[src/rtl/bus_sched_pkg.sv]
package bus_sched_pkg;
  typedef enum logic [3:0] {
    ST_IDLE  = 4'b0001,
    ST_SCHED = 4'b0010,
    ST_WAIT  = 4'b0100,
    ST_READ  = 4'b1000
  } sched_st_e;
endpackage

[src/rtl/rr_pick_pipe.sv]
module rr_pick_pipe #(
  parameter int N  = 4,
  parameter int IW = 2
) (
  input  logic          clk,
  input  logic          rst_n,
  input  logic [N-1:0]  req_in,
  input  logic [IW-1:0] last_idx,
  output logic [IW-1:0] win_idx
);
  logic [N-1:0]  req_q;
  logic [IW-1:0] pick_d;
  logic          found;

  // level 1: register request flags
  always_ff @(posedge clk or negedge rst_n) begin
    if (!rst_n) req_q <= '0;
    else        req_q <= req_in;
  end

  // level 2: rotate from the last served index
  always_comb begin
    pick_d = last_idx;
    found  = 1'b0;
    for (int k = 1; k <= N; k++) begin
      if (!found && req_q[IW'((int'(last_idx) + k) % N)]) begin
        pick_d = IW'((int'(last_idx) + k) % N);
        found  = 1'b1;
      end
    end
  end

  always_ff @(posedge clk or negedge rst_n) begin
    if (!rst_n) win_idx <= IW'(N - 1);
    else        win_idx <= pick_d;
  end
endmodule

[src/rtl/burst_ctr.sv]
module burst_ctr #(
  parameter int CW = 10
) (
  input  logic          clk,
  input  logic          rst_n,
  input  logic          load_lim,
  input  logic [CW-1:0] lim_in,
  input  logic          clr,
  input  logic          inc,
  output logic          last_word
);
  localparam int XW = CW + 1;
  logic [CW-1:0] lim_q, cnt_q;
  logic [XW-1:0] lim_eff, cnt_nxt;

  always_ff @(posedge clk or negedge rst_n) begin
    if (!rst_n)        lim_q <= '0;
    else if (load_lim) lim_q <= lim_in;
  end

  always_ff @(posedge clk or negedge rst_n) begin
    if (!rst_n)   cnt_q <= '0;
    else if (clr) cnt_q <= '0;
    else if (inc) cnt_q <= cnt_q + 1'b1;
  end

  assign lim_eff   = (lim_q == '0) ? XW'(1) : {1'b0, lim_q};
  assign cnt_nxt   = {1'b0, cnt_q} + XW'(1);
  assign last_word = (cnt_nxt >= lim_eff);
endmodule

[src/rtl/sched_fsm.sv]
module sched_fsm
  import bus_sched_pkg::*;
(
  input  logic      clk,
  input  logic      rst_n,
  input  logic      any_req,
  input  logic      eop,
  input  logic      last_word,
  output sched_st_e st
);
  sched_st_e st_d;

  always_comb begin
    st_d = st;
    case (st)
      ST_IDLE:  if (any_req) st_d = ST_SCHED;
      ST_SCHED: st_d = ST_WAIT;
      ST_WAIT:  st_d = ST_READ;
      ST_READ:  if (eop || last_word) st_d = ST_IDLE;
      default:  st_d = ST_IDLE;
    endcase
  end

  always_ff @(posedge clk or negedge rst_n) begin
    if (!rst_n) st <= ST_IDLE;
    else        st <= st_d;
  end
endmodule

[src/rtl/bus_read_sched.sv]
module bus_read_sched
  import bus_sched_pkg::*;
#(
  parameter int NUM_SRC = 4,
  parameter int CNT_W   = 10
) (
  input  logic                       clk,
  input  logic                       rst_n,
  input  logic [NUM_SRC-1:0]         src_nonempty,
  input  logic                       rd_eop,
  input  logic [CNT_W-1:0]           burst_max,
  output logic [NUM_SRC-1:0]         rd_en,
  output logic [$clog2(NUM_SRC)-1:0] sel_idx,
  output logic                       bus_valid
);
  localparam int IW = $clog2(NUM_SRC);

  sched_st_e     st;
  logic [IW-1:0] win_idx;
  logic          last_word;
  logic          in_read;
  logic          sel_en;

  rr_pick_pipe #(.N(NUM_SRC), .IW(IW)) u_pick (
    .clk(clk), .rst_n(rst_n), .req_in(src_nonempty),
    .last_idx(sel_idx), .win_idx(win_idx)
  );

  burst_ctr #(.CW(CNT_W)) u_ctr (
    .clk(clk), .rst_n(rst_n),
    .load_lim(st == ST_SCHED), .lim_in(burst_max),
    .clr(st == ST_WAIT), .inc(in_read), .last_word(last_word)
  );

  sched_fsm u_fsm (
    .clk(clk), .rst_n(rst_n), .any_req(|src_nonempty),
    .eop(rd_eop), .last_word(last_word), .st(st)
  );

  assign in_read = (st == ST_READ);
  assign sel_en  = (st == ST_WAIT);

  always_ff @(posedge clk or negedge rst_n) begin
    if (!rst_n)      sel_idx <= IW'(NUM_SRC - 1);
    else if (sel_en) sel_idx <= win_idx;
  end

  for (genvar i = 0; i < NUM_SRC; i++) begin : g_rden
    assign rd_en[i] = in_read && (sel_idx == IW'(i));
  end

  assign bus_valid = in_read;
endmodule

[config.mk]
export PLATFORM = sky130hd
export DESIGN_NAME = bus_read_sched
export DESIGN_NICKNAME = d
export VERILOG_FILES = /design/src/rtl/bus_sched_pkg.sv /design/src/rtl/rr_pick_pipe.sv /design/src/rtl/burst_ctr.sv /design/src/rtl/sched_fsm.sv /design/src/rtl/bus_read_sched.sv
export SDC_FILE = /design/constraint.sdc
export NUM_CORES = 1
export LEC_CHECK = 0
export CAP_MARGIN = 0
export CORE_ASPECT_RATIO = 0.75
export CORE_MARGIN = 2
export CORE_UTILIZATION = 30
export CTS_CLUSTER_SIZE = 12
export DETAILED_ROUTE_END_ITERATION = 8
export GPL_TIMING_DRIVEN = 0
export RECOVER_POWER = 100
export REMOVE_ABC_BUFFERS = 1
export SKIP_CTS_REPAIR_TIMING = 1
export SLEW_MARGIN = 20
export SYNTH_ARGS = -nofsm -noshare
export SYNTH_HDL_FRONTEND = slang
export SYNTH_SLANG_ARGS = --single-unit
export TNS_END_PERCENT = 1
[constraint.sdc]
create_clock -name clk -period 7.56 [get_ports clk]
set_input_delay 1.512 -clock clk [delete_from_list [all_inputs] [get_ports clk]]
set_output_delay 1.512 -clock clk [all_outputs]
set_load 0.02 [all_outputs]
After elaboration in Yosys (flattened, before gate mapping) --
Index checks and enable logic that the tools add are counted.
Word-level totals: bits in registers 32, latch bits 0, bits in writable memories 0, memory bits (read-only) 0, memories 0
Cells by class: add/subtract/negate cells 6, $mul 0, divide/modulo/power cells 0, magnitude comparators 5, equality and inequality tests 9, shift operators 0, mux-type cells 25, bitwise operators 0, reduce and logical (&&, ||, !) cells 16
Operators with widths (count):
- $mux 10 | 3
- $lt 2x4->1 const B | 4
- $pmux 4 s4 | 1
- $add 10x1->11 const B | 1
- $ge 11x11->1 | 1
- $mux 1 | 11
- $add 10x1->10 const B | 1
- $logic_not 10->1 | 1
- $bmux 1 s2 | 4
- $mux 2 | 4
- $mux 4 | 2
- $logic_and 1x1->1 | 7
- $add 2x1->2 const B | 2
- $add 2x2->2 const B | 2
- $eq 2x2->1 const B | 2
- $eq 4x1->1 const B | 1
- $eq 4x2->1 const B | 1
- $eq 4x3->1 const B | 1
- $eq 4x4->1 const B | 1
- $ne 2x1->1 const B | 2
- $reduce_or 4->1 | 1
- $logic_not 1->1 | 3
- $eq 2x1->1 const B | 1
- $logic_not 2->1 | 1
- other kinds (3) | 3

Depth between registers and ports, before layout --
Gate-level depths: netlist (run 1).
depth after elaboration 14, mapped depth 10

Modules after synthesis --
A second synthesis (run 1) with hierarchy kept.
Second synthesis, totals: cell total of the unflattened synthesis 176, area total of the unflattened synthesis 1767.9 sq um
Modules (own cells, without submodules):
- burst_ctr | times used 1, cells an instance 132, area an instance 1223.7 sq um, sequential area each 500.5 sq um
- rr_pick_pipe | times used 1, cells an instance 20, area an instance 232.7 sq um, sequential area each 152.6 sq um
- sched_fsm | times used 1, cells an instance 11, area an instance 156.4 sq um, sequential area each 101.3 sq um
- bus_read_sched | times used 1, cells an instance 13, area an instance 155.1 sq um, sequential area each 52.6 sq um

Least setup slack after synthesis (run 1) --
OpenSTA, ideal clock, no wires.
kind register -> output, from register u_fsm.st[1], to output port rd_en[0], arrival time 1.621 ns, required time 6.048 ns, path slack 4.427 ns, cell stages (with the launch flop) 6, cells stage by stage dfrtp_1 or4b_4 buf_2 inv_1 buf_4 and2_1
On the way: word-level cells in the longest chain between the ends 2
Ends and longest elaborated chain:
- from (decl) | RTL line sched_fsm.sv:9 | output sched_st_e st
- from (signal assigned) | RTL line sched_fsm.sv:26 | else st <= st_d;
- $eq 4x4->1 | RTL line bus_read_sched.sv:40 | assign in_read = (st == ST_READ);
- net bus_valid | RTL line bus_read_sched.sv:14 | output logic bus_valid
- $logic_and 1x1->1 | RTL line bus_read_sched.sv:49 | assign rd_en[i] = in_read && (sel_idx == IW'(i));
- to (decl) | RTL line bus_read_sched.sv:12 | output logic [NUM_SRC-1:0] rd_en,
The timed path passes the listed nets, and every way through them passes these cells.

Worst setup path in the final report (run 1) --
from register u_fsm.st[1], to output port rd_en[1]
On the way: word-level cells in the longest chain between the ends 2
Ends and longest elaborated chain (RTL line):
- $eq 4x4->1 | bus_read_sched.sv:40
- $logic_and 1x1->1 | bus_read_sched.sv:49
No other way between the ends.

==> results.yml, run 1 <==
outcome:
  status: "finished, final reports clean"
pwr:
  p_int_mw: 0.420
  p_comb_share_pct: 37.0
  clkPwrFrac_pct: 20.6
  vdd_drop_max_uv: 113
  p_leak_nw: 1.01
  power-per-cell-area_nw_per_um2: 296
  netSwitchingPower_mw: 0.233
  seq_power_share_pct: 42.3
  p_sw_share_pct: 35.7
critical_path:
  crit_chain: "or4b_4 > inv_1 > and2_1 > dlygate4sd3_1"
  rr_worst_depth: 10
  slowest_delay_ps: 670
  r2r_setup_slack_ps: 4470
  start_kind: "register"
  slowest_stage: "dlygate4sd3_1"
  timing.rr.end: "u_fsm.st[0]"
  path_max_fanout: 12
  endpoint_kind: "output pin"
  crit_start: "u_fsm.st[1]"
  required_ps: 6050
  cp_data_arrival_time_ps: 2490
  critPathKind: "reg -> out"
  r2r-start: "u_ctr.cnt_q[0]"
place:
  gp_congestion: 0.786
  portBuffers: 23
  hpwl_mm: 2.81
  placed_cells: 278
floorplanning:
  initial_core_util_pct: 31.3
  die_w_um: 94.0
  dieArea_um2: 6710
  top_level_ports: 24
  rows: 24
  fp.dieH_um: 71.5
  coreArea_um2: 5830
drt:
  drcViolationCount: 0
  firstDrtPassIters: 4
  ant_nets: 0
  wl_mm: 3.67
  via_per_inst: 4.74
  drt-initial-drc-count: 70
  wl_per_cell_um: 12.8
  via_count: 1357
grt:
  gr-usage-met3_pct: 3.26
  grt_pass1_wl_mm: 6.35
  busiest_layer: "met2"
  grtUsageMet1_pct: 17.7
  overflow: 0
  antenna_found_initial: 0
  track_usage_pct: 12.2
  grt_max_degree: 19
  grt_pass1_vias: 1351
  met2_usage_pct: 18.0
cells_and_area:
  final_cells: 286
  multi_input_area_um2: 925
  nets: 239
  seqCellArea_um2: 807
  layout_common_cells: "dfrtp_1 (27), o21ai_0 (21), dlygate4sd3_1 (21)"
  layout_commonest_cell: "dfrtp_1"
  diodes: 0
  final_util_pct: 37.8
  n_fill_cell: 602
  synthToLayoutAreaGrowth_pct: 21.0
  drive_above_1_share_pct: 9.62
sta:
  worst_slew_pin_slew_ps: 1150
  fin_tns_setup_ps: 0
  fin_worst_skew_ps: 8.04
  slew_viol_final: 0
  hold_viol: 0
  fin_crit_ps: 4000
  setup_viol: 0
  fmax_mhz: 250
  post-route-period-util_pct: 52.9
  rsz0062_at_grt: "false"
  slew_headroom_pct: 22.0
synth:
  synthesis.area_um2: 1820
  netlist_instances: 180
  seq_area_frac_synth_pct: 44.3
  yosysWarningCount: 0
  avgSynthCellArea_um2: 10.1
  synth_cell_types: 44
  synth_seq_cells: 32
job:
  cap_viol_max_count: 0
cts:
  clk_pin_slew_ps: 70
  clk_latency_ps: 280
  cts_root_buf: "clkbuf_8"
  h-tree-depth: 2
  cts_max_path_buffers: 2
  cts_tree: "done"
  cts.sinks: 32
  numCtsBuffers: 5
worst_hold_path:
  holdPathEnd: "sel_idx[0]"
  min-delay-start: "u_pick.win_idx[0]"
  hold_depth: 2
  min_path_type: "reg -> reg"
## per-layer routing
layer,wire [um],vias to the layer above
li1,-,694
met1,1980,641
met2,1530,20
met3,132,2
met4,22,0
met5,0,-
## cells in the mapped netlist
cell	instances	share of area (%)
nor2b_1	1	0.34
xnor2_1	5	2.4
ha_1	15	10
inv_1	12	2.5
and3_1	3	1.0
or4b_4	1	0.76
nor3_1	1	0.27
mux2i_1	6	3.3
xor2_1	3	1.4
a22o_1	1	0.48
dfrtp_1	27	37
a31oi_1	2	0.69
nor2_1	8	1.6
a2bb2oi_1	1	0.48
or2b_2	1	0.48
or4_1	2	0.82
o211ai_1	1	0.41
o21ai_1	2	0.55
nor4_1	1	0.34
nand3_1	9	2.5
buf_4	1	0.41
nor4b_1	2	0.96
nor2_2	1	0.34
clkbuf_1	2	0.41
a211oi_1	1	0.41
or4b_2	1	0.55
a2111oi_4	1	1.5
a21oi_1	3	0.82
o22ai_1	1	0.34
o21ai_0	19	5.2
nand2_1	17	3.5
nand2b_1	3	1.0
mux4_2	1	1.2
a21o_1	1	0.41
and2_1	4	1.4
dfstp_2	5	7.2
a31o_1	1	0.48
a22o_2	3	1.6
buf_1	1	0.21
a41o_1	1	0.55
mux2_2	1	0.62
nand4_1	2	0.69
buf_2	2	0.55
o31ai_1	4	1.6
## power groups by stage
stage / Combinational (mW) / Sequential (mW) / Clock (mW)
after floorplan: 0.175 / 0.274 / 0
after global placement: 0.241 / 0.277 / 0
after detailed placement: 0.254 / 0.281 / 0
after CTS: 0.255 / 0.278 / 0.139
after global routing: 0.281 / 0.285 / 0.146
final: 0.242 / 0.276 / 0.134
## flip-flops by register name (all words and copies together) (netlist names)
register,flops
u_ctr.lim_q,10
u_ctr.cnt_q,10
u_pick.win_idx,2
sel_idx,2
u_pick.req_q,4
u_fsm.st,4
## cell type report
| class | count | area share [%] |
|---|---|---|
| multi-input cells | 130 | 42.0 |
| flip-flops and latches | 32 | 36.6 |
| repair buffers | 26 | 10.8 |
| well taps | 78 | 4.43 |
| clock buffers | 8 | 4.09 |
| inverters | 12 | 2.04 |
## through the flow
stage / total power, mW / hold slack [ps] / worst slack (ps) / instance area, um2
3_3_place_gp: 0.518 / 458 / 3870 / 2120
5_1_grt: 0.712 / 509 / 3450 / 2200
6_report: 0.652 / 479 / 3560 / 2200
4_1_cts: 0.672 / 475 / 3550 / 2250
2_1_floorplan: 0.449 / 451 / 4450 / 1790
3_5_place_dp: 0.535 / 464 / 3860 / 2160
## critical path: cells and delay by family, from the launching register on
kind | cells | cell delay [ps]
buf+inv | 2 | 1000
flops | 1 | 400
simple gates | 2 | 820
## how the worst max path moves through the flow
stage | to | depth (start not counted)
floorplan | rd_en[0] | 3
global placement | rd_en[1] | 4
detailed placement | rd_en[1] | 4
CTS | rd_en[1] | 4
global route | rd_en[1] | 4
finish | rd_en[1] | 4
## logic make-up after synthesis
logic type               Yosys count  synth area share (%)
AND/OR/NAND/NOR                   57                  16.6
AO/OA/AOI/OAI                     42                  15.7
flip-flops                        32                  44.3
buffers and inverters             18                  4.05
adder cells (fa/ha/maj)           15                  10.3
XOR/XNOR                           8                  3.85
multiplexers                       8                  5.15
Power figures use the tool's default switching activity.
==> run 2, diff against run 1 <==
Clock period 7.56 ns to 3.54 ns, I/O delays scaled along.
==> run 2 against run 1 <==
Net effect: cell count unchanged; count of clock-buffer cells in the layout unchanged; routed wire length increased by 0.41%; largest power group unchanged; critical endpoint unchanged; final area decreased by 0.45%; largest cell class unchanged.
==> results.yml, run 2 (same netlist as run 1, synthesis figures left out) <==
place:
  portBuffers: 23
  dp_slack_ps: 617
  placed_cells: 278
  hpwl_mm: 2.81
  gp_congestion: 0.786
sta:
  rsz0062_at_grt: "false"
  final.setup.worst_slack_ps: 338
  hold_viol: 0
  fin_worst_skew_ps: 8.10
  fin_crit_ps: 3200
  slew_headroom_pct: 23.2
  post-route-period-util_pct: 90.4
  fmax_mhz: 312
  slew_viol_final: 0
  setup_viol: 0
  fin_tns_setup_ps: 0
  hold_slack_ps: 473
  worst_slew_pin_slew_ps: 1140
outcome:
  status: "finished, final reports clean"
drt:
  wl_mm: 3.68
  firstDrtPassIters: 4
  via_per_inst: 4.72
  drt-initial-drc-count: 85
  via_count: 1350
  drcViolationCount: 0
  wl_per_cell_um: 12.9
  ant_nets: 0
critical_path:
  required_ps: 2830
  rr_worst_depth: 10
  endpoint_kind: "output pin"
  crit_start: "u_fsm.st[1]"
  r2r_setup_slack_ps: 470
  critPathKind: "reg -> out"
  start_kind: "register"
  path_max_fanout: 12
  r2r-start: "u_ctr.cnt_q[0]"
  timing.rr.end: "u_fsm.st[0]"
  cp_data_arrival_time_ps: 2490
floorplanning:
  die_w_um: 94.0
  dieArea_um2: 6710
  fp.dieH_um: 71.5
  rows: 24
  initial_core_util_pct: 31.3
  top_level_ports: 24
  coreArea_um2: 5830
cells_and_area:
  synthToLayoutAreaGrowth_pct: 20.5
  largestRegisters: "u_ctr.cnt_q x10, u_ctr.lim_q x10"
  drive_above_1_share_pct: 8.65
  final_cells: 286
  layout_commonest_cell: "dfrtp_1"
  diodes: 0
  n_fill_cell: 601
  final_util_pct: 37.7
  layout_common_cells: "dfrtp_1 (27), o21ai_0 (21), nand2_1 (17)"
  nets: 239
grt:
  antenna_found_initial: 0
  met2_usage_pct: 18.0
  gr-usage-met3_pct: 3.26
  busiest_layer: "met2"
  grt_pass1_vias: 1351
  overflow: 0
  track_usage_pct: 12.2
  grt_max_degree: 19
  grt_pass1_wl_mm: 6.35
  grtUsageMet1_pct: 17.7
pwr:
  seq_power_share_pct: 42.4
  p_sw_share_pct: 35.7
  p_leak_nw: 1.00
  clkPwrFrac_pct: 20.8
  netSwitchingPower_mw: 0.495
  p_int_mw: 0.892
  vdd_drop_max_uv: 232
  p_comb_share_pct: 36.9
  power-per-cell-area_nw_per_um2: 633
worst_hold_path:
  min_path_type: "in -> async"
job:
  cap_viol_max_count: 0
cts:
  numCtsBuffers: 5
  cts_max_path_buffers: 2
  cts.sinks: 32
  clk_latency_ps: 280
  cts_root_buf: "clkbuf_8"
  cts_tree: "done"
  clk_pin_slew_ps: 70
  h-tree-depth: 2
[run 2: power groups by stage]
| stage | Sequential [mW] | Combinational, mW | Clock, mW |
|---|---|---|---|
| 6_report | 0.588 | 0.512 | 0.288 |
| 3_3_place_gp | 0.591 | 0.515 | 0 |
| 5_1_grt | 0.607 | 0.595 | 0.312 |
| 4_1_cts | 0.593 | 0.545 | 0.297 |
| 2_1_floorplan | 0.585 | 0.373 | 0 |
| 3_5_place_dp | 0.600 | 0.542 | 0 |
[run 2: area by class of cell]
type / instances / area [um2] / area share, %
multi-input combinational: 130 / 918 / 41.9
sequential: 32 / 807 / 36.8
timing repair buffer: 26 / 235 / 10.7
tap: 78 / 97.6 / 4.45
clock buffer: 8 / 90.1 / 4.11
inverter: 12 / 45.0 / 2.05
[run 2: worst max-delay path by stage]
| stage | to | slack (ps) | cells after the start |
|---|---|---|---|
| CTS | rd_en[1] | 330 | 4 |
| finish | rd_en[1] | 340 | 4 |
| floorplan | u_fsm.st[3] | 950 | 10 |
| detailed placement | u_fsm.st[3] | 620 | 10 |
| global placement | u_ctr.lim_q[0] | 350 | 2 |
| global route | u_fsm.st[0] | 140 | 10 |
[run 2: layer usage]
layer	up-vias	wire, um
met2	17	1560
met5	-	0
met4	0	0
met3	0	98
li1	695	-
met1	638	2030
[run 2: through the flow]
step	total power, mW	cell area [um2]
2_1_floorplan	0.958	1790
3_3_place_gp	1.11	2120
3_5_place_dp	1.14	2160
4_1_cts	1.43	2250
5_1_grt	1.51	2190
6_report	1.39	2190
[run 2: worst max-delay path: stages (launching register included)]
cell and delay (ps):
dfrtp_1 400, or4b_4 630, inv_1 330, and2_1 190
dlygate4sd3_1 670
==> run 3, diff against run 2 <==
Clock period 3.54 ns to 3.7 ns, I/O delays scaled along.
==> results of run 3 <==
The final DEF is identical to that of run 2. Status: finished, final reports clean.
Main changes from that run: setup slack after placement 617 ps -> 774 ps; setup slack after layout 338 ps -> 466 ps; hold slack 473 ps -> 479 ps; register-to-register setup slack 470 ps -> 630 ps; total power 1.39 mW -> 1.33 mW; worst IR drop on VDD 232 uV -> 222 uV
